===== src/rtl/uart9_tx_pkg.sv =====
package uart9_tx_pkg;
  // send/data phase flags packed as {send, data}
  typedef enum logic [1:0] {
    PH_IDLE  = 2'b00,
    PH_START = 2'b10,
    PH_DATA  = 2'b11
  } tx_phase_e;

  localparam int unsigned DEF_DATA_W = 8;
  localparam int unsigned DEF_DIV    = 16;
endpackage


===== src/rtl/uart9_tx_bitclk.sv =====
module uart9_tx_bitclk #(
  parameter int unsigned DIV = 16
) (
  input  logic clk,
  input  logic rst_n,
  input  logic baud_tick,
  output logic roll
);
  localparam int unsigned CW = (DIV > 1) ? $clog2(DIV) : 1;
  localparam logic [CW-1:0] LAST = CW'(DIV - 1);

  logic [CW-1:0] cnt;

  function automatic logic [CW-1:0] next_count(input logic [CW-1:0] c);
    return (c == LAST) ? '0 : c + 1'b1;
  endfunction

  assign roll = baud_tick && (cnt == LAST);

  always_ff @(posedge clk or negedge rst_n) begin
    if (!rst_n)         cnt <= '0;
    else if (baud_tick) cnt <= next_count(cnt);
  end
endmodule


===== src/rtl/uart9_tx_shreg.sv =====
module uart9_tx_shreg #(
  parameter int unsigned DATA_W = 8
) (
  input  logic              clk,
  input  logic              rst_n,
  input  logic              load,
  input  logic [DATA_W-1:0] load_data,
  input  logic              load_bit9,
  input  logic              shift_en,
  input  logic              fill,
  output logic [DATA_W:0]   sh,
  output logic              marker_hit
);
  localparam int unsigned SH_W = DATA_W + 1;

  function automatic logic [SH_W-1:0] shift_in(input logic [SH_W-1:0] v, input logic f);
    return {f, v[SH_W-1:1]};
  endfunction

  // ninth bit at output, sentinel one just left, zeros above
  function automatic logic sentinel_at_out(input logic [SH_W-1:0] v);
    return v[1] && (v[SH_W-1:2] == '0);
  endfunction

  assign marker_hit = sentinel_at_out(sh);

  always_ff @(posedge clk or negedge rst_n) begin
    if (!rst_n)        sh <= '1;
    else if (load)     sh <= {load_bit9, load_data};
    else if (shift_en) sh <= shift_in(sh, fill);
  end
endmodule


===== src/rtl/uart9_tx_ctrl.sv =====
module uart9_tx_ctrl
  import uart9_tx_pkg::*;
(
  input  logic      clk,
  input  logic      rst_n,
  input  logic      roll,
  input  logic      wr_en,
  input  logic      flag_clr,
  input  logic      marker_hit,
  output logic      load,
  output logic      shift_en,
  output logic      fill,
  output tx_phase_e phase,
  output logic      shifted,
  output logic      busy,
  output logic      finish,
  output logic      tx_done
);
  logic req;

  assign busy     = req || (phase != PH_IDLE);
  assign load     = wr_en && !busy;
  assign shift_en = roll && (phase == PH_DATA);
  assign fill     = !shifted;
  assign finish   = shift_en && shifted && marker_hit;

  always_ff @(posedge clk or negedge rst_n) begin
    if (!rst_n) begin
      req     <= 1'b0;
      phase   <= PH_IDLE;
      shifted <= 1'b0;
    end else begin
      if (load) req <= 1'b1;
      if (roll) begin
        unique case (phase)
          PH_IDLE: if (req) begin
            phase   <= PH_START;
            req     <= 1'b0;
            shifted <= 1'b0;
          end
          PH_START: phase <= PH_DATA;
          PH_DATA: begin
            shifted <= 1'b1;
            if (shifted && marker_hit) phase <= PH_IDLE;
          end
          default: phase <= PH_IDLE;
        endcase
      end
    end
  end

  always_ff @(posedge clk or negedge rst_n) begin
    if (!rst_n)        tx_done <= 1'b0;
    else if (finish)   tx_done <= 1'b1;
    else if (flag_clr) tx_done <= 1'b0;
  end
endmodule


===== src/rtl/uart9_tx.sv =====
module uart9_tx
  import uart9_tx_pkg::*;
#(
  parameter int unsigned DATA_W = DEF_DATA_W,
  parameter int unsigned DIV    = DEF_DIV
) (
  input  logic              clk,
  input  logic              rst_n,
  input  logic              baud_tick,
  input  logic              wr_en,
  input  logic [DATA_W-1:0] wr_data,
  input  logic              wr_bit9,
  input  logic              flag_clr,
  output logic              txd,
  output logic              busy,
  output logic              tx_done
);
  logic            roll;
  logic            load;
  logic            shift_en;
  logic            fill;
  logic            shifted;
  logic            marker_hit;
  logic            finish;
  logic [DATA_W:0] sh;
  tx_phase_e       phase;
  logic            send;
  logic            data_ph;

  assign send    = phase[1];
  assign data_ph = phase[0];

  uart9_tx_bitclk #(.DIV(DIV)) u_bitclk (
    .clk(clk), .rst_n(rst_n), .baud_tick(baud_tick), .roll(roll)
  );

  uart9_tx_shreg #(.DATA_W(DATA_W)) u_shreg (
    .clk(clk), .rst_n(rst_n), .load(load), .load_data(wr_data),
    .load_bit9(wr_bit9), .shift_en(shift_en), .fill(fill),
    .sh(sh), .marker_hit(marker_hit)
  );

  uart9_tx_ctrl u_ctrl (
    .clk(clk), .rst_n(rst_n), .roll(roll), .wr_en(wr_en),
    .flag_clr(flag_clr), .marker_hit(marker_hit), .load(load),
    .shift_en(shift_en), .fill(fill), .phase(phase), .shifted(shifted),
    .busy(busy), .finish(finish), .tx_done(tx_done)
  );

  always_comb begin
    unique case (phase)
      PH_START: txd = 1'b0;
      PH_DATA:  txd = sh[0];
      default:  txd = 1'b1;
    endcase
  end
endmodule


===== config.mk =====
export PLATFORM = sky130hd
export DESIGN_NAME = uart9_tx
export DESIGN_NICKNAME = d
export VERILOG_FILES = /design/src/rtl/uart9_tx_pkg.sv /design/src/rtl/uart9_tx_bitclk.sv /design/src/rtl/uart9_tx_shreg.sv /design/src/rtl/uart9_tx_ctrl.sv /design/src/rtl/uart9_tx.sv
export SDC_FILE = /design/constraint.sdc
export NUM_CORES = 1
export LEC_CHECK = 0
export BUFFER_PORTS_ARGS = -buffer_cell sky130_fd_sc_hd__buf_4
export CELL_PAD_IN_SITES_DETAIL_PLACEMENT = 1
export CELL_PAD_IN_SITES_GLOBAL_PLACEMENT = 1
export CORE_MARGIN = 4
export CORE_UTILIZATION = 37
export DETAILED_ROUTE_END_ITERATION = 10
export PLACE_DENSITY_LB_ADDON = 0.2
export SLEW_MARGIN = 20
export SYNTH_ARGS = -nofsm -noshare
export SYNTH_HDL_FRONTEND = slang
export SYNTH_HIERARCHICAL = 1
export SYNTH_SLANG_ARGS = --single-unit

===== constraint.sdc =====
create_clock -name clk -period 1.65 [get_ports clk]
set_clock_uncertainty 0.15 [all_clocks]
set_input_delay 0 -clock clk [delete_from_list [all_inputs] [get_ports clk]]
set_output_delay 0 -clock clk [all_outputs]
set_load 0.005 [all_outputs]

# Yosys cells after proc, flatten, opt, wreduce, memory -nomap -nowiden
# Index checks and enable logic that the tools add are counted.
# W data, S select, Z words.
[totals]
register_bits = 18
elab_cells = 45
input_bits = 14
out_inout_bits = 3
[op_classes]
n_reduce_logical = 18
addsub = 1
muxes = 15
n_eq_ne = 5
[op_table]
columns = ["operator", "n"]
rows = [
  ["$mux W9", 2],
  ["$reduce_bool A2 Y1", 4],
  ["$logic_and A1 B1 Y1", 7],
  ["$logic_not A7 Y1", 1],
  ["$mux W1", 7],
  ["$pmux W2 S3", 1],
  ["$reduce_and A3 Y1", 2],
  ["$add A4 B1 Y4 const B", 1],
  ["$eq A2 B2 Y1 const B", 2],
  ["$eq A4 B4 Y1 const B", 1],
  ["$mux W2", 2],
  ["$mux W4", 1],
  ["$pmux W1 S2", 2],
  ["$logic_not A1 Y1", 2],
  ["$logic_not A2 Y1", 1],
  ["$ne A2 B1 Y1 const B", 1],
  ["$ne A2 B2 Y1 const B", 1],
  ["$logic_or A1 B1 Y1", 1],
]

# Longest topological paths before layout
# Gate-level depths: netlist of the first run.
[depth]
depth_word = 8
mapped_depth = 7
ltp_nobuf = 6

# Hierarchy
# Netlist of the first run, hierarchy kept.
[modules_own_cells]
columns = ["mod", "seq_area_each_um2", "cells_each", "n_inst", "area_per_inst_um2"]
rows = [
  ["uart9_tx_shreg", 236.5, 42, 1, 445.4],
  ["uart9_tx_ctrl", 125.1, 28, 1, 272.8],
  ["uart9_tx_bitclk", 100.1, 16, 1, 193.9],
  ["uart9_tx", 0.0, 1, 1, 10.0],
]

# Least setup slack after synthesis of the first run
# Ideal clock, no wire load.
[synth_path]
kind = "reg-to-reg"
from = "register u_bitclk.cnt[0]"
to = "register u_shreg.sh[0]"
setup_time_ns = 0.081
slack_ns = -0.048
t_required_ns = 1.419
arrival_ns = 1.467
n_path_buf = 1
synth_period_minus_slack_ns = 1.698
path_stages_with_launch = 8
path_cell_list = "dfrtp_1 -> ha_1 -> and4_1 -> nand3_1 -> inv_1 -> buf_4 -> mux2i_1 -> o21ai_1"
[synth_between]
elab_chain_cells = 4
[synth_rtl]
columns = ["item", "line_no", "text"]
rows = [
  ["start: declaration", "uart9_tx_bitclk.sv:12", "logic [CW-1:0] cnt;"],
  ["start signal: assignment", "uart9_tx_bitclk.sv:22", "else if (baud_tick) cnt <= next_count(cnt);"],
  ["$eq A4 B4 Y1", "uart9_tx_bitclk.sv:18", "assign roll = baud_tick && (cnt == LAST);"],
  ["$logic_and A1 B1 Y1", "uart9_tx_bitclk.sv:18", ""],
  ["named net roll", "uart9_tx.sv:18", "logic roll;"],
  ["$logic_and A1 B1 Y1", "uart9_tx_ctrl.sv:23", "assign shift_en = roll && (phase == PH_DATA);"],
  ["named net shift_en", "uart9_tx.sv:20", "logic shift_en;"],
  ["$reduce_bool A2 Y1 (no source line)", "n/a", ""],
  ["end signal: assignment", "uart9_tx_shreg.sv:29", "else if (load) sh <= {load_bit9, load_data};"],
  ["end signal: assignment", "uart9_tx_shreg.sv:30", "else if (shift_en) sh <= shift_in(sh, fill);"],
  ["end: declaration", "uart9_tx_shreg.sv:11", "output logic [DATA_W:0] sh,"],
]
# The timed path passes the listed nets, and every way through them passes these cells.
# A chain may end at the register's enable or synchronous reset.

# Worst setup path in the final report of the first run
[layout_path]
from = "register u_bitclk.cnt[1]"
to = "register u_shreg.sh[2]"
# The elaborated chain is that of the path after synthesis.

==> impl_results.md, run 1 <==
* Worst slew pin tran at 0.477 ns
* Crit share post-route at 104%
* Setup TNS at -0.142 ns
* Slew margin rel. at 68.1%
* Slowest CP cell: dfrtp_1
* Final Critical Period at 1.71 ns
* Failing checks: setup timing
* Grt ovf at 0
* CTS HTree Levels at 1
* Cell Chain, Critical Path: ha_2 > and4_4 > nand3_4 > inv_4 > buf_12 > mux2i_1 > o21ai_1
* Post-Syn Area at 918 um2
* Longest Clk Path Bufs at 2
* Clock root cell: clkbuf_4
* Fmax at 0.583 GHz
* Chip width at 57.8 um
* Final Hold Vio Count at 0
* Fraction of layout cells with a size suffix above 1 at 40.3%
* Post-route ant nets at 0
* Syn avg cell area at 10.7 um2
* WS Path Type: flip-flop to flip-flop
* Worst-Skew Late Latency at 0.30 ns
* First-pass GRT wire length at 3910 um
* Core area at 2300 um2
* Synthesized Nets at 101
* Initial Utilization at 40.0%
* Cell Pwr Density at 1300 nW/um2
* DIE AREA at 3340 um2
* Largest net degree at the start of global routing at 20
* FP Rows at 17
* Via Count at 805
* CP Data Required Time at 1.72 ns
* Tot GR Track Use at 15.5%
* Setup WS post-layout at -0.0648 ns
* Total leakage power at 0.578 nW
* Place WS at -0.00140 ns
* CTS sink cnt at 18
* Avg Vias per Cell at 5.13
* Port Buffer Count at 16
* Critical Path AT at 1.79 ns
* Initial antenna violation count at 0
* Critical path's largest stage delay at 0.39 ns
* Drc violations at 0
* Hold WC Path Type: primary input to async pin
* Crit path launch type: flip-flop
* YS warnings at 6
* Clock-pin slew on the worst setup and hold paths at 0.11 ns
* P&R area growth vs syn at 50.4%
* Ant diodes at 0
* Unrepaired setup endpoints after global routing: true
* Worst Setup End Kind: flip-flop
* Max Slew Vio Count at 0
* Mapped Cells at 86
* DIE HEIGHT at 57.8 um
* Gpl congestion at 0.720
* Inserted Clock Buffers at 3
* Reg2reg setup slack at -0.06 ns
* DP Wirelength at 1600 um
* Drt total wl at 2630 um
* Router iterations before antenna repair at 4
* Status: finished, violations left
* Wire per inst at 16.7 um
* Max-cap violations at 0
* CTS tree: yes
* Max VDD drop at 0.740 mV
* Crit path max fanout at 5
* Setup violators final at 4
* Final #Nets at 145
* # IOs at 17
* Power Total at 1.79 mW
* Final Cell Area at 1380 um2
* Vias in the first global route at 878
* Post-placement cell area at 1110 um2
* DR iter-0 viols at 14
## stage by stage
stage	std cells	hold slack (ns)	utilization, %
2_1_floorplan	86	-0.446	-
3_3_place_gp	133	-0.268	48.4
3_5_place_dp	133	-0.268	48.4
4_1_cts	152	0.0818	56.6
5_1_grt	157	0.118	60.1
6_report	157	0.103	60.1
## where the power goes
group | switching [mW] | leakage (nW) | internal [mW]
sequential | 0.206 | 0.199 | 0.704
combinational | 0.237 | 0.358 | 0.370
clock | 0.141 | 0.0210 | 0.135
total | 0.584 | 0.578 | 1.21
## state kept, by name (all words and copies together), names as in the netlist
name and count:
u_bitclk/cnt 4, u_ctrl/phase 2, u_ctrl/req 1, u_ctrl/shifted 1
u_ctrl/tx_done 1, u_shreg/sh 9
## worst max-delay path, delay by kind of cell, from the launching register on
kind / cells / cell delay [ns]
AND/OR/NAND/NOR: 2 / 0.34
multiplexers: 1 / 0.23
adder cells (fa/ha/maj): 1 / 0.19
AO/OA/AOI/OAI: 1 / 0.11
buffers and inverters: 2 / 0.22
flip-flops: 1 / 0.39
## cells in the final DEF (no fill, tap or decap), types with 2 or more instances in the layout
master / n
buf_4: 29
dlygate4sd3_1: 13
nand2_1: 11
dfrtp_1: 9
mux2i_1: 9
o21ai_1: 9
dfstp_2: 9
clkbuf_4: 3
nand2b_1: 2
a21o_1: 2
a41oi_1: 2
inv_1: 2
a21oi_1: 2
nor2_1: 2
nand3_1: 2
## routing by layer
metal  track usage [%]  part of all wire, %  vias up
met5                 0                    0        -
met3              2.67                  2.7        6
li1                  -                    -      393
met1              15.6                   39      390
met2              30.3                   56       16
met4              6.95                  2.0        0
## what timing repair did
item / CTS / global route
pin swaps: 0 / 3
hold buffers: 13 / 0
cloned: 0 / 1
gates resized for setup: 3 / 4
endpoints found under the setup margin: 3 / 12
setup buffers: 2 / 4
hold endpoints to repair: 32 / 0
## cell type report
type / count / area [um2]
sequential: 18 / 462
multi-input combinational: 60 / 442
tap: 28 / 35.0
clock buffer: 4 / 36.3
inverter: 3 / 13.8
fill: 262 / 916
timing repair buffer: 44 / 393
## final timing paths
path / depth (start not counted) / end / start
setup / recovery: 7 / u_shreg/sh[2] / u_bitclk/cnt[1]
min in group clk: 5 / u_shreg/sh[8] / wr_en
max in group asynchronous: 3 / u_bitclk/cnt[2] / rst_n
setup reg to reg: 7 / u_shreg/sh[2] / u_bitclk/cnt[1]
hold reg to reg: 2 / u_shreg/sh[6] / u_shreg/sh[6]
hold / removal: 2 / u_shreg/sh[0] / rst_n
Power figures use the tool's default switching activity.
==> run 2, diff against run 1 <==
--- a/config.mk
+++ b/config.mk
@@ -8,8 +8,7 @@
 export BUFFER_PORTS_ARGS = -buffer_cell sky130_fd_sc_hd__buf_4
 export CELL_PAD_IN_SITES_DETAIL_PLACEMENT = 1
 export CELL_PAD_IN_SITES_GLOBAL_PLACEMENT = 1
-export CORE_MARGIN = 4
-export CORE_UTILIZATION = 37
+export CORE_UTILIZATION = 44
 export DETAILED_ROUTE_END_ITERATION = 10
 export PLACE_DENSITY_LB_ADDON = 0.2
 export SLEW_MARGIN = 20
==> constraint.sdc (replaced) <==
create_clock -name clk -period 2.2 [get_ports clk]
set_clock_uncertainty 0.15 [all_clocks]
set_input_delay 0 -clock clk [delete_from_list [all_inputs] [get_ports clk]]
set_output_delay 0 -clock clk [all_outputs]
set_load 0.005 [all_outputs]
==> run 2 against run 1 <==
Compared with the run above:
- the flow now finishes without violations
- sequential cell count unchanged
- sequential power down 25%
- fmax is 16% lower
- core utilization grew 1.9 points
- non-clock buffer count fell by 13
- critical path depth unchanged
- sequential share of layout area is 4.5 points higher
- global-route usage is 6.7 points higher
- register-to-register slack improved by 0.22 ns
- clock-buffer cell count did not move
- die area is 32% lower
==> impl_results.md, run 2 (synthesis results as in run 1) <==
* Reg2reg setup slack at 0.16 ns
* Total leakage power at 0.499 nW
* Initial antenna violation count at 0
* FP Rows at 16
* Final Critical Period at 2.04 ns
* WS Path Type: flip-flop to flip-flop
* Max reg flops at 9
* Fmax at 0.490 GHz
* Fillers at 225
* Clock root cell: clkbuf_4
* Worst slew pin tran at 0.450 ns
* Port Buffer Count at 16
* Unrepaired setup endpoints after global routing: false
* Via Count at 751
* Setup violators final at 0
* Commonest cells after routing, fill and taps aside: buf_4 (18), dlygate4sd3_1 (13), nand2_1 (11)
* Setup TNS at 0 ns
* Wire per inst at 15.5 um
* Slew margin rel. at 69.9%
* Fin cells at 143
* Chip width at 47.7 um
* Post-Place Cells at 126
* Drt total wl at 2210 um
* Avg Vias per Cell at 5.25
* Drc violations at 0
* Final #Nets at 132
* Vias in the first global route at 764
* Hold slack at 0.114 ns
* Postcts setup bufs at 0
* Area occupied by multi-input gates at 409 um2
* Longest Clk Path Bufs at 2
* Crit path launch type: flip-flop
* Cell Chain, Critical Path: ha_1 > and4_1 > nand3_1 > inv_1 > buf_4 > mux2i_1 > o21ai_1
* Ant diodes at 0
* Setup WS post-layout at 0.157 ns
* Commonest non-fill, non-tap cell in the layout: buf_4
* Max-cap violations at 0
* DIE HEIGHT at 47.7 um
* Post-route ant nets at 0
* Worst Setup End Kind: flip-flop
* Crit share post-route at 92.8%
* Hold WC Path Type: primary input to async pin
* Grt ovf at 0
* First-pass GRT wire length at 3370 um
* CTS Hold Bufs at 13
* Place WS at 0.207 ns
* P&R area growth vs syn at 32.6%
* Cell Pwr Density at 986 nW/um2
* # IOs at 17
* Cts repair resizes at 0
* Biggest register: u_shreg/sh
* DR iter-0 viols at 6
* Critical path's largest stage delay at 0.42 ns
* Initial Utilization at 46.8%
* Critical Path AT at 2.12 ns
* Status: finished, final reports clean
* Slowest CP cell: dfrtp_1
* CTS HTree Levels at 1
* Max VDD drop at 0.594 mV
* Final Hold Vio Count at 0
* DIE AREA at 2270 um2
* Tot GR Track Use at 22.2%
* Fraction of layout cells with a size suffix above 1 at 29.3%
* Clock-pin slew on the worst setup and hold paths at 0.11 ns
* Router iterations before antenna repair at 4
* CTS sink cnt at 18
* Inserted Clock Buffers at 3
* Register area at 462 um2
* DP Wirelength at 1320 um
* Power Total at 1.20 mW
* Largest net degree at the start of global routing at 20
* Gpl congestion at 0.681
* Max Slew Vio Count at 0
* CTS tree: yes
* Worst-Skew Late Latency at 0.29 ns
* Top Registers: u_shreg/sh (9), u_bitclk/cnt (4), u_ctrl/phase (2)
* Crit path max fanout at 8
* Core area at 1960 um2
* CP Data Required Time at 2.28 ns
run 2: report_power, final:
group	internal (mW)	switching, mW	total (mW)	leakage, nW
clock	0.101	0.104	0.205	0.0210
combinational	0.181	0.135	0.316	0.279
sequential	0.528	0.152	0.680	0.199
run 2: layout make-up:
class / count / area share [%]
Multi-Input combinational cell: 60 / 33.6
Timing Repair Buffer: 31 / 21.8
Inverter: 3 / 0.925
Tap cell: 27 / 2.77
Sequential cell: 18 / 37.9
Clock buffer: 4 / 2.98
run 2: path summary, 6_finish.rpt:
path	from	to	cells after the start
worst min-delay path	rst_n	u_shreg/sh[2]	2
worst max register to register	u_bitclk/cnt[0]	u_shreg/sh[6]	7
min in group clk	wr_en	u_shreg/sh[2]	5
max in group asynchronous	rst_n	u_ctrl/req	3
worst max-delay path	u_bitclk/cnt[0]	u_shreg/sh[6]	7
worst min register to register	u_ctrl/tx_done	u_ctrl/tx_done	2
run 2: metal layers:
metal | wire length (um) | track usage (%) | up-vias
met5 | 0 | 0 | -
met3 | 49 | 3.40 | 2
li1 | - | - | 365
met1 | 962 | 25.4 | 374
met2 | 1190 | 41.9 | 10
met4 | 12 | 6.67 | 0
run 2: critical path, delay by kind of cell, from the launching register on:
kind,cells,cell delay (ns)
AOI/OAI and AO/OA,1,0.08
adders and majority gates,1,0.23
buffers and inverters,2,0.37
DFF,1,0.42
muxes,1,0.24
and+or+nand+nor,2,0.48
run 2: per-stage QoR:
stage	instance area, um2	util [%]
6_report	1220	62.1
5_1_grt	1220	62.1
4_1_cts	1220	62.1
3_5_place_dp	1050	53.6
3_3_place_gp	1050	53.6
2_1_floorplan	918	-
==> run 3, diff against run 2 <==
--- a/config.mk
+++ b/config.mk
@@ -5,10 +5,11 @@
 export SDC_FILE = /design/constraint.sdc
 export NUM_CORES = 1
 export LEC_CHECK = 0
+export ABC_AREA = 1
 export BUFFER_PORTS_ARGS = -buffer_cell sky130_fd_sc_hd__buf_4
 export CELL_PAD_IN_SITES_DETAIL_PLACEMENT = 1
 export CELL_PAD_IN_SITES_GLOBAL_PLACEMENT = 1
-export CORE_UTILIZATION = 44
+export CORE_UTILIZATION = 42
 export DETAILED_ROUTE_END_ITERATION = 10
 export PLACE_DENSITY_LB_ADDON = 0.2
 export SLEW_MARGIN = 20
==> run 3 against run 2 <==
Compared with the run above:
- largest power group unchanged
- area after synthesis is 1.2% higher
- routed wire length is 10% higher
- non-clock buffer count stayed put
- worst setup slack better by 0.13 ns
- clock power is 2% higher
- sequential cell count stayed put
- largest cell class unchanged
- power is 6.7% higher
- critical path type unchanged
- fmax is 6.9% higher
- global-route usage is 0.64 points higher
- clock-buffer cell count stayed put
- core utilization is 0.30 points lower
==> impl_results.md, run 3 <==
* Post-Place Cells at 160
* Fin cells at 178
* Commonest cells after routing, fill and taps aside: nand2_1 (41), nand3_1 (24), buf_4 (17)
* Max VDD drop at 0.593 mV
* Final #Nets at 167
* Setup TNS at 0 ns
* CP Data Required Time at 2.29 ns
* Fmax at 0.523 GHz
* M3 GR Usage at 3.74%
* Crit share post-route at 86.8%
* Final Hold Vio Count at 0
* CTS HTree Levels at 1
* CTS sink cnt at 18
* Setup violators final at 0
* Via Count at 888
* Worst slew pin tran at 0.429 ns
* Max Slew Vio Count at 0
* Avg Vias per Cell at 4.99
* Wire per inst at 13.7 um
* Mapped Cells at 118
* Slew margin rel. at 71.3%
* Final Critical Period at 1.91 ns
* Worst-Skew Late Latency at 0.29 ns
* Syn avg cell area at 7.88 um2
* Cell Pwr Density at 1030 nW/um2
* Worst Setup End Kind: flip-flop
* FP Rows at 16
* # IOs at 17
* Setup WS post-layout at 0.289 ns
* Drc violations at 0
* DP Wirelength at 1590 um
* WS Path Type: flip-flop to flip-flop
* Max-cap violations at 0
* Max reg flops at 9
* DR iter-0 viols at 32
* Inserted Clock Buffers at 3
* Postcts setup bufs at 0
* DIE HEIGHT at 49.0 um
* Met1 GRT Util at 28.1%
* Port Buffer Count at 16
* Hold slack at 0.110 ns
* Status: finished, final reports clean
* Crit path max fanout at 10
* Post-placement cell area at 1070 um2
* Drt total wl at 2440 um
* CTS tree: yes
* Hold WC Path Type: primary input to async pin
* Grt met2 use at 41.0%
* Fraction of layout cells with a size suffix above 1 at 24.5%
* R2R depth at 7
* DIE AREA at 2410 um2
* Initial antenna violation count at 0
* First-pass GRT wire length at 4110 um
* Clock-pin slew on the worst setup and hold paths at 0.11 ns
* Initial Utilization at 46.0%
* Clock root cell: clkbuf_4
* Synthesized Nets at 133
* Ant diodes at 0
* Unrepaired setup endpoints after global routing: false
* Router iterations before antenna repair at 4
* Chip width at 49.0 um
* Critical Path AT at 2.00 ns
* Commonest non-fill, non-tap cell in the layout: nand2_1
* Post-Syn Area at 930 um2
* Gpl congestion at 0.760
* Grt ovf at 0
* Tot GR Track Use at 22.8%
* Longest Clk Path Bufs at 2
* Crit path launch type: flip-flop
* Top Registers: u_shreg/sh (9), u_bitclk/cnt (4), u_ctrl/phase (2)
* Core area at 2020 um2
* Biggest register: u_shreg/sh
* P&R area growth vs syn at 34.3%
* Total leakage power at 0.599 nW
* Post-route ant nets at 0
* Place WS at 0.231 ns
* YS warnings at 6
* Busiest grt layer: met2
* Final Cell Area at 1250 um2
* Vias in the first global route at 924
* Largest net degree at the start of global routing at 11
## run 3: worst paths after layout
| path | start | endpoint | slack [ns] |
|---|---|---|---|
| max in group asynchronous | rst_n | u_ctrl/req | 0.93 |
| worst max register to register | u_bitclk/cnt[0] | u_shreg/sh[6] | 0.29 |
| worst min-delay path | rst_n | u_shreg/sh[3] | 0.11 |
| worst min register to register | u_shreg/sh[0] | u_shreg/sh[0] | 0.35 |
| worst max-delay path | u_bitclk/cnt[0] | u_shreg/sh[6] | 0.29 |
| min in group clk | flag_clr | u_ctrl/tx_done | 0.29 |
## run 3: power breakdown
part,total [mW],switching (mW),internal [mW]
logic,0.398,0.218,0.179
clock network,0.210,0.109,0.101
registers,0.673,0.138,0.535
total,1.28,0.466,0.815
## run 3: worst max-delay path: stages (launching register included)
cell	delay, ns
dfrtp_1	0.40
ha_1	0.22
nand3_1	0.12
nor2_1	0.33
nand2_2	0.15
clkinvlp_4	0.23
nand3_1	0.13
nand3_1	0.12
## run 3: final cells by class
class | instances | area, um2
Fill cell | 265 | 773
Multi-Input combinational cell | 84 | 393
Timing Repair Buffer | 31 | 268
Tap cell | 27 | 33.8
Inverter | 14 | 56.3
Sequential cell | 18 | 462
Clock buffer | 4 | 36.3
## run 3: layer usage
layer | share of wire [%] | vias to the layer above
li1 | - | 439
met1 | 44 | 427
met2 | 53 | 22
met3 | 3.1 | 0
met4 | 0 | 0
met5 | 0 | -
## run 3: timing repair
item | 4_1_cts | 5_1_grt
hold endpoints to repair | 33 | 0
endpoints found under the setup margin | 0 | 3
gates resized for setup | 0 | 1
hold buffers | 14 | 0
## run 3: per-stage QoR
stage / util [%] / total power, mW
after floorplan: - / 0.897
after global placement: 52.8 / 1.01
after detailed placement: 52.8 / 1.04
after CTS: 61.6 / 1.27
after global routing: 61.8 / 1.38
final: 61.8 / 1.28
